## src/rtl/eepw_pkg.sv

```systemverilog
package eepw_pkg;

  typedef enum logic [2:0] {
    ST_IDLE,
    ST_SETUP,
    ST_STROBE,
    ST_HOLD,
    ST_DECIDE,
    ST_PROG
  } eepw_state_e;

  // Round a nanosecond limit up to whole clock cycles, never below one.
  function automatic int unsigned ns_to_cyc(input int unsigned ns, input int unsigned clk_ns);
    int unsigned c;
    c = (ns + clk_ns - 1) / clk_ns;
    return (c == 0) ? 1 : c;
  endfunction

  // Largest cycle count whose duration is strictly shorter than the window.
  function automatic int unsigned win_limit_cyc(input int unsigned ns, input int unsigned clk_ns);
    return (ns - 1) / clk_ns;
  endfunction

  function automatic int unsigned max2(input int unsigned a, input int unsigned b);
    return (a > b) ? a : b;
  endfunction

endpackage

```

## src/rtl/eepw_phase_timer.sv

```systemverilog
module eepw_phase_timer #(
  parameter int unsigned W = 8
) (
  input  logic         clk,
  input  logic         rst_n,
  input  logic         load,
  input  logic [W-1:0] load_val,
  output logic         done
);
  logic [W-1:0] cnt_q;

  always_ff @(posedge clk or negedge rst_n) begin
    if (!rst_n)            cnt_q <= '0;
    else if (load)         cnt_q <= load_val;
    else if (cnt_q != '0)  cnt_q <= cnt_q - 1'b1;
  end

  assign done = (cnt_q == '0);
endmodule

```

## src/rtl/eepw_page_track.sv

```systemverilog
module eepw_page_track #(
  parameter int unsigned ADDR_W    = 17,
  parameter int unsigned PAGE_BITS = 7
) (
  input  logic              clk,
  input  logic              rst_n,
  input  logic              capture,
  input  logic [ADDR_W-1:0] probe_addr,
  output logic              same_page
);
  localparam int unsigned PW = ADDR_W - PAGE_BITS;

  logic [PW-1:0] page_q;

  always_ff @(posedge clk or negedge rst_n) begin
    if (!rst_n)       page_q <= '0;
    else if (capture) page_q <= probe_addr[ADDR_W-1:PAGE_BITS];
  end

  assign same_page = (probe_addr[ADDR_W-1:PAGE_BITS] == page_q);
endmodule

```

## src/rtl/eeprom_page_writer.sv

```systemverilog
module eeprom_page_writer
  import eepw_pkg::*;
#(
  parameter int unsigned ADDR_W        = 17,
  parameter int unsigned DATA_W        = 8,
  parameter int unsigned PAGE_BITS     = 7,
  parameter int unsigned CLK_PERIOD_NS = 10,
  parameter int unsigned T_SETUP_NS    = 10,
  parameter int unsigned T_PULSE_NS    = 100,
  parameter int unsigned T_HOLD_NS     = 10,
  parameter int unsigned T_WINDOW_NS   = 150000,
  parameter int unsigned T_PROG_NS     = 10000000
) (
  input  logic              clk,
  input  logic              rst_n,
  input  logic              req_valid,
  output logic              req_ready,
  input  logic [ADDR_W-1:0] req_addr,
  input  logic [DATA_W-1:0] req_data,
  output logic              busy,
  output logic [ADDR_W-1:0] ee_addr,
  output logic [DATA_W-1:0] ee_data,
  output logic              ee_cs_n,
  output logic              ee_we_n,
  output logic              ee_oe_n
);
  localparam int unsigned SETUP_CYC = ns_to_cyc(T_SETUP_NS, CLK_PERIOD_NS);
  localparam int unsigned PULSE_CYC = ns_to_cyc(T_PULSE_NS, CLK_PERIOD_NS);
  localparam int unsigned HOLD_CYC  = ns_to_cyc(T_HOLD_NS,  CLK_PERIOD_NS);
  localparam int unsigned PROG_CYC  = ns_to_cyc(T_PROG_NS,  CLK_PERIOD_NS);
  localparam int unsigned MAX_CYC   =
    max2(max2(SETUP_CYC, PULSE_CYC), max2(HOLD_CYC, PROG_CYC));
  localparam int unsigned CNT_W     = $clog2(MAX_CYC + 1);

  eepw_state_e st_q, st_nxt;

  // Named internal events, visible to the bound checker.
  logic accept_evt;
  logic burst_end_evt;
  logic same_page;
  logic phase_done;
  logic phase_load;

  function automatic logic [CNT_W-1:0] phase_len(input eepw_state_e s);
    case (s)
      ST_SETUP:  return CNT_W'(SETUP_CYC - 1);
      ST_STROBE: return CNT_W'(PULSE_CYC - 1);
      ST_HOLD:   return CNT_W'(HOLD_CYC - 1);
      ST_PROG:   return CNT_W'(PROG_CYC - 1);
      default:   return '0;
    endcase
  endfunction

  eepw_page_track #(
    .ADDR_W   (ADDR_W),
    .PAGE_BITS(PAGE_BITS)
  ) u_page (
    .clk       (clk),
    .rst_n     (rst_n),
    .capture   (accept_evt),
    .probe_addr(req_addr),
    .same_page (same_page)
  );

  eepw_phase_timer #(
    .W(CNT_W)
  ) u_tmr (
    .clk     (clk),
    .rst_n   (rst_n),
    .load    (phase_load),
    .load_val(phase_len(st_nxt)),
    .done    (phase_done)
  );

  assign req_ready     = (st_q == ST_IDLE) || ((st_q == ST_DECIDE) && same_page);
  assign accept_evt    = req_valid && req_ready;
  assign burst_end_evt = (st_q == ST_DECIDE) && !accept_evt;
  assign phase_load    = (st_nxt != st_q);

  always_comb begin
    st_nxt = st_q;
    case (st_q)
      ST_IDLE:   if (accept_evt) st_nxt = ST_SETUP;
      ST_SETUP:  if (phase_done) st_nxt = ST_STROBE;
      ST_STROBE: if (phase_done) st_nxt = ST_HOLD;
      ST_HOLD:   if (phase_done) st_nxt = ST_DECIDE;
      ST_DECIDE: st_nxt = accept_evt ? ST_SETUP : ST_PROG;
      ST_PROG:   if (phase_done) st_nxt = ST_IDLE;
      default:   st_nxt = ST_IDLE;
    endcase
  end

  always_ff @(posedge clk or negedge rst_n) begin
    if (!rst_n) begin
      st_q    <= ST_IDLE;
      ee_addr <= '0;
      ee_data <= '0;
      ee_cs_n <= 1'b1;
      ee_we_n <= 1'b1;
    end else begin
      st_q    <= st_nxt;
      ee_cs_n <= (st_nxt != ST_STROBE);
      ee_we_n <= (st_nxt != ST_STROBE);
      if (accept_evt) begin
        ee_addr <= req_addr;
        ee_data <= req_data;
      end
    end
  end

  assign busy    = (st_q == ST_PROG);
  assign ee_oe_n = 1'b1;
endmodule

```

## config.mk

```make
export PLATFORM = sky130hd
export DESIGN_NAME = eeprom_page_writer
export DESIGN_NICKNAME = d
export VERILOG_FILES = /design/src/rtl/eepw_pkg.sv /design/src/rtl/eepw_phase_timer.sv /design/src/rtl/eepw_page_track.sv /design/src/rtl/eeprom_page_writer.sv
export SDC_FILE = /design/constraint.sdc
export NUM_CORES = 1
export LEC_CHECK = 0
export ABC_AREA = 1
export BUFFER_PORTS_ARGS = -buffer_cell sky130_fd_sc_hd__buf_2
export CAP_MARGIN = 20
export CORE_AREA = 2 2 84 78
export DETAILED_ROUTE_END_ITERATION = 8
export DIE_AREA = 0 0 86 80
export PLACE_DENSITY_LB_ADDON = 0.05
export SLEW_MARGIN = 20
export SYNTH_ARGS = -nofsm -noshare
export SYNTH_HDL_FRONTEND = slang
export SYNTH_SLANG_ARGS = --single-unit
```

## constraint.sdc

```tcl
create_clock -name clk -period 2.83 [get_ports clk]
set_input_delay 0.1415 -clock clk [delete_from_list [all_inputs] [get_ports clk]]
set_output_delay 0.1415 -clock clk [all_outputs]
set_load 0.05 [all_outputs]
```

; ---- Word level (Yosys, flattened, before mapping)
; Cells that the tools add are included.
[totals]
regBits = 59
latchBits = 0
mem_bits_rw = 0
romBits = 0
input_bits = 28
output_inout_bits = 30
mem_count = 0
[classes]
addsub = 1
multipliers = 0
div_mod_pow = 0
magnitude_cmp = 0
n_eq_ne = 10
shift = 0
n_mux = 10
bitwise_logic = 0
reduce_logical = 7
[ops]
columns = cell, count
row1 = $mux W20, 2
row2 = $pmux W20 S2, 1
row3 = $logic_not A20 Y1, 1
row4 = $reduce_bool A20 Y1, 1
row5 = $sub A20 B1 Y20 const B, 1
row6 = $mux W3, 6
row7 = $pmux W3 S6, 1
row8 = $eq A10 B10 Y1, 1
row9 = $eq A3 B2 Y1 const B, 3
row10 = $eq A3 B3 Y1 const B, 3
row11 = $eq A3 B1 Y1 const B, 1
row12 = $logic_not A3 Y1, 1
row13 = $ne A3 B2 Y1 const B, 1
row14 = $ne A3 B3 Y1, 1
row15 = $logic_and A1 B1 Y1, 2
row16 = $reduce_bool A2 Y1, 1
row17 = $logic_or A1 B1 Y1, 1

; ---- Logic depth before layout (Yosys ltp)
[logic_depth]
depth_word = 9
mapped_depth = 12

; ---- By module
; Synthesis repeated with hierarchy kept, for this count alone.
[unflattened]
cells_unflattened = 437
area_unflattened_um2 = 3224.3
[modules_own_cells]
columns = module, n_inst, cells_each, area_per_inst_um2, seq_area_each_um2
row1 = eepw_phase_timer, 1, 209, 1390.1, 500.5
row2 = eeprom_page_writer, 1, 153, 1261.2, 726.9
row3 = eepw_page_track, 1, 75, 573.0, 250.2

; ---- Worst setup path before layout
; OpenSTA, ideal clock, no wires.
[synth_timing]
path_kind = reg-to-reg
startpoint = register, netlist name ee_addr[10]
endpoint = register st_q[2]
setup_ns = 0.135
t_arrival_ns = 1.727
required_ns = 2.695
setup_slack_ns = 0.968
path_stages_with_launch = 10
n_path_buf = 1
cell_sequence = dfrtp_1 xnor2_1 nand2_1 nor2_1 nand3_1 nand2_2 nand2_4 nand2_2 buf_6 o311ai_1
[synth_rtl]
columns = element, line_no
row1 = end signal: assignment, eeprom_page_writer.sv:101  ; st_q <= st_nxt;
row2 = end: declaration, eeprom_page_writer.sv:35  ; eepw_state_e st_q, st_nxt;

; ---- Worst setup path after layout
[layout_timing]
startpoint = register st_q[0]
endpoint = register u_tmr.cnt_q[1]
[layout_via]
elab_chain_cells = 9
elab_cells_between_ends = 22
classes_between = eq/ne (8) / mux (9) / reduce/logical (5)
[layout_lines]
columns = element, line_no
row1 = $eq A3 B3 Y1, "eeprom_page_writer.sv:75, eeprom_page_writer.sv:82"
row2 = $logic_and A1 B1 Y1, eeprom_page_writer.sv:75  ; assign req_ready = (st_q == ST_IDLE) || ((st_q == ST_DECIDE) && same_page);
row3 = $logic_or A1 B1 Y1, eeprom_page_writer.sv:75
row4 = $logic_and A1 B1 Y1, eeprom_page_writer.sv:76  ; assign accept_evt = req_valid && req_ready;
row5 = "$mux W3, on equally long branches", "eeprom_page_writer.sv:83, eeprom_page_writer.sv:87"
row6 = $pmux W3 S6, eeprom_page_writer.sv:82  ; case (st_q)
row7 = $eq A3 B3 Y1 / $eq A3 B2 Y1 (equally long branches), eeprom_page_writer.sv:45  ; case (s)
row8 = $pmux W20 S2, eeprom_page_writer.sv:45
row9 = $mux W20, eepw_phase_timer.sv:14  ; else if (load) cnt_q <= load_val;
row10 = end signal: assignment, eepw_phase_timer.sv:14
row11 = end signal: assignment, eepw_phase_timer.sv:15  ; else if (cnt_q != '0) cnt_q <= cnt_q - 1'b1;
row12 = end: declaration, eepw_phase_timer.sv:10  ; logic [W-1:0] cnt_q;
; Parallel ways exist; a longest one is shown, timed or not.
; A chain may end at the register's enable or synchronous reset.

==> run summary <==
Headroom to the max-slew limit came out at approximately three fifths. After the first detailed-routing iteration, the DRC count stood at between 100 and 150. The logic depth of the worst register-to-register path came out at 12. The number of nets with antenna violations after detailed routing came out at 0.

The destination of the critical timing path is u_tmr.cnt_q[1]. The worst-case register-to-register setup slack is 0.86 ns. The number of nets in the synthesized netlist came out at 361. In the final layout, the share of cells above drive strength 1 is 26.0%.

In this run the power density over the cells is 1170 nW/um^2. The adder-cell area share of the yosys netlist is 0.951%. The most used flip-flop cell after synthesis is sky130_fd_sc_hd__dfrtp_1. The post-synthesis instance area is 2630 sq um. The critical path endpoint category is a flip-flop. The count of cells in the finished layout, fillers not included, comes to between 400 and 500. The portion of synthesized cell area occupied by the leading cell type is 45.7%. The number of top-level design ports is 58. The via count normalized by instance count is 4.77. The final wirelength is 5.57 mm. The floorplan step set the die width to 86 um. Traced cell by cell, the critical path runs through inv_2 > nand2_2 > nor2_4 > nand2_1 > nor2_1 > nand3_1 > nand2_2 > nand2_4 > nand2_2 > nand2_1 > nand2_1 > nand2_1. Net switching is between 50% and 60% of the power. The largest net degree at the start of global routing is 35. The first TritonRoute pass finished after 4 iterations. The worst flop-to-flop path startpoint is st_q[0]. The number of gates given a new drive strength after cts came out at 0. Counting flops and latches in the post-synthesis netlist gives 49. The leakage component of the power is 1.64 nW. The total number of nets in the final design came out at approximately 420.

The time the worst path needs with I/O delays and setup came out at 1.97 ns. The layout has 604 filler cells. The number of slew-limit violations in the final report is 0. The actual transition at the worst max-transition pin is 0.572 ns. Tracing the worst setup path back leads to its startpoint at st_q[0]. The post-route standard cell area excluding fillers is 3050 sq um. The cell with the biggest individual delay on the critical path is sky130_fd_sc_hd__dfrtp_1. The number of distinct library cell variants in the gate-level netlist after synthesis is 32. The share of synthesized registers carrying an async set or reset came out at 100%. The clock buffer count from CTS is 5. The via total after detailed routing is 2197. The cell taking the most area after synthesis is sky130_fd_sc_hd__dfrtp_1. For this run, the number of Yosys warnings is 0. After clock tree synthesis, the clock-pin slew on the worst setup and hold paths is 0.09 ns.

Once the floorplan was initialized, standard cells occupied approximately 44% of the core. The maximum vdd ir drop is 0.540 mV. The clock reaches the later pin of the worst-skew pair after 0.30 ns.

Setup repair after global routing left no endpoint under its margin. After synthesis, the largest family of logic cells by area is simple AND/OR/NAND/NOR gates. The placed cell count came out at 452. Global routing finished with a remaining overflow of 0. The synthesized design contains 0 enable-type register cells. The arrival time of the worst setup path came out at roughly 2.2 ns. The placed instance area is roughly 2900 sq um. The final cell utilization of the core came out at 51.1%.

The simple-gate share of the synthesized area came out at 31.1%. The required time of the worst setup path is 3.03 ns. For this run, the slowest stage of the critical path takes 0.43 ns.

The flow ran to the end, and the final reports show no timing, DRC or antenna violations. Summing the areas of all xor and xnor instances in the mapped netlist gives 5.99% of the synthesized area. The area growth from synthesis to layout came out at 16.1%. Synthesis produced a netlist whose cell count is 331.

The buffers plus inverters on the worst setup path came out at 1. The number of antenna violations at the first check in global routing came out at 0. On the critical path the largest part of the delay comes from simple AND/OR/NAND/NOR gates.

The post-detailed-placement half-perimeter wirelength is 4.10 mm. The worst hold path belongs to the class in -> reg. The cell seen most often among critical-path stages is sky130_fd_sc_hd__nand2_1. The detail-routed net length per standard cell is about 12 um. Based on the critical path, the design can be clocked at up to 0.507 GHz. The number of hold violations in the final report is 0.

The row count came out at 27. Input and output buffers added on the ports amount to 56. The DRC violation count after routing came out at 0.

In the final timing run, aggregate negative setup slack is 0 ns. The synthesized area per cell came out at 7.95 sq um. The placer's final routability congestion estimate came out at 0.806. The number of antenna diodes in the final layout is 0.

The largest buffer count on any clock path came out at 2. The number of violations of the max-capacitance limit is 0. The global-route wire length before repair came out at about 9.5 mm.

The CTS tree is done. The number of global-route vias before repair came out at 2064. The launching element type of the critical path is a flip-flop. The floorplan core area came out at between 5000 and 6000 sq um.

The maximum level of the CTS H-tree is 2. The die is 80 um tall. The kind of critical path is reg -> reg. The floorplan die area came out at 6880 sq um. In this run the critical register-to-register path is captured at u_tmr.cnt_q[1]. The root buffer cell is sky130_fd_sc_hd__clkbuf_8. The sequential power share is a little over a third. By area the synthesized netlist is led by sky130_fd_sc_hd__dfrtp_1 46%, sky130_fd_sc_hd__nand2_1 17%, sky130_fd_sc_hd__nor2_1 4.7%. The overall fraction of global-route tracks in use is about 18%. The clock tree skew after final layout is 0.00848 ns. The portion of total power attributed to the clock network is 12.4%. The synthesized netlist devotes 7.37% of its cell area to compound gates. The number of clock sinks seen by CTS came out at 49. The setup violation total in the final timing report came out at 0. Summed over all nets, the switching power comes to 1.82 mW. The period utilization is between 60% and 70%. The critical path depth is 12. The maximum fanout encountered on the critical timing path is 34.

The part of the Yosys area used for sequential elements came out at 46.7%. The worst-case hold slack came out at 0.0211 ns. The worst-case setup slack after placement came out at between 0.8 and 0.9 ns. After layout, the design draws a total of 3.59 mW. Once routing completed, OpenROAD measured the worst setup slack at 0.858 ns. The internal power of the cells is 1.77 mW. In this run, the combinational gates consume 52.2% of the power. The mux cell area share after synthesis came out at 0%.
-- tightest hold or removal path: stages --
cell and delay, ns:
sky130_fd_sc_hd__buf_2 0.07, sky130_fd_sc_hd__nand2_1 0.04, sky130_fd_sc_hd__nand2_1 0.04
-- metal layers --
layer | GRT usage [%] | up-vias | share of wire (%)
li1 | - | 1130 | -
met1 | 23.5 | 1007 | 49
met2 | 28.0 | 53 | 45
met3 | 3.72 | 7 | 4.4
met4 | 6.67 | 0 | 1.5
met5 | 0 | - | 0
-- sequential cells by signal, summed over array words and instances (netlist names) --
signal / flops
u_tmr.cnt_q: 20
ee_addr: 17
ee_data: 8
st_q: 3
ee_we_n: 1
-- logic make-up (layout without fill, tap and decap cells) --
family | Yosys count | count (layout)
and+or+nand+nor | 189 | 189
adders and majority gates | 2 | 2
other | 1 | 1
buffers and inverters | 45 | 103
xor gates and xnor gates | 18 | 18
DFF | 49 | 49
AOI/OAI and AO/OA | 27 | 27
-- final cells by class --
cell class	instances	area (sq um)	share of cell area (%)
Inverter	36	138	4.51
Multi-Input combinational cell	237	1200	39.2
Timing Repair Buffer	59	305	10.0
Tap cell	72	90.1	2.95
Clock inverter	2	13.8	0.451
Sequential cell	49	1230	40.2
Clock buffer	6	82.6	2.70
-- how the worst min path moves through the flow --
stage                            from           to  slack (ns)  cells after the start
final                     req_addr[1]   ee_addr[1]        0.02                      3
after CTS                 req_addr[1]   ee_addr[1]        0.01                      3
after global placement          rst_n  ee_addr[12]        0.18                      1
after floorplan                 rst_n   ee_addr[0]       -0.15                      0
after detailed placement        rst_n  ee_addr[14]        0.18                      1
after global routing      req_data[2]   ee_data[2]        0.01                      3
-- cell usage after synthesis, types with 2 or more instances --
master / count
sky130_fd_sc_hd__nand2_1: 122
sky130_fd_sc_hd__inv_1: 30
sky130_fd_sc_hd__inv_2: 5
sky130_fd_sc_hd__nand2_4: 2
sky130_fd_sc_hd__o21ai_1: 6
sky130_fd_sc_hd__xor2_1: 6
sky130_fd_sc_hd__nor2_2: 5
sky130_fd_sc_hd__buf_2: 3
sky130_fd_sc_hd__a21oi_2: 10
sky130_fd_sc_hd__nor2_4: 3
sky130_fd_sc_hd__xnor2_1: 12
sky130_fd_sc_hd__nand3_1: 3
sky130_fd_sc_hd__nor3_1: 11
sky130_fd_sc_hd__o21ai_0: 4
sky130_fd_sc_hd__a21oi_1: 2
sky130_fd_sc_hd__ha_1: 2
sky130_fd_sc_hd__buf_6: 2
sky130_fd_sc_hd__nand4_1: 4
sky130_fd_sc_hd__buf_4: 4
sky130_fd_sc_hd__nor2_1: 33
sky130_fd_sc_hd__nand2_2: 4
sky130_fd_sc_hd__dfrtp_1: 48
-- power groups by stage --
stage,Clock (mW),Sequential (mW),Combinational (mW)
2_1_floorplan,0,1.86,0.901
3_3_place_gp,0,1.28,1.87
3_5_place_dp,0,1.28,1.88
4_1_cts,0.460,1.27,1.89
5_1_grt,0.490,1.32,2.06
6_report,0.446,1.27,1.87
-- placed cells by master, fill, tap and decap left out, types with 4 or more instances in the layout --
cell / n
sky130_fd_sc_hd__nor2_1: 33
sky130_fd_sc_hd__o21ai_1: 6
sky130_fd_sc_hd__buf_2: 56
sky130_fd_sc_hd__dfrtp_1: 48
sky130_fd_sc_hd__xor2_1: 6
sky130_fd_sc_hd__clkbuf_8: 6
sky130_fd_sc_hd__nand2_2: 4
sky130_fd_sc_hd__inv_2: 5
sky130_fd_sc_hd__nor3_1: 11
sky130_fd_sc_hd__nor2_2: 5
sky130_fd_sc_hd__nand4_1: 4
sky130_fd_sc_hd__o21ai_0: 4
sky130_fd_sc_hd__a21oi_2: 10
sky130_fd_sc_hd__nand2_1: 122
sky130_fd_sc_hd__inv_1: 30
sky130_fd_sc_hd__xnor2_1: 12
-- repair_timing --
action,CTS,global route
endpoints found under the hold margin,22,0
hold buffers,1,0
setup buffers,0,0
(Power assumes the default switching activity.)
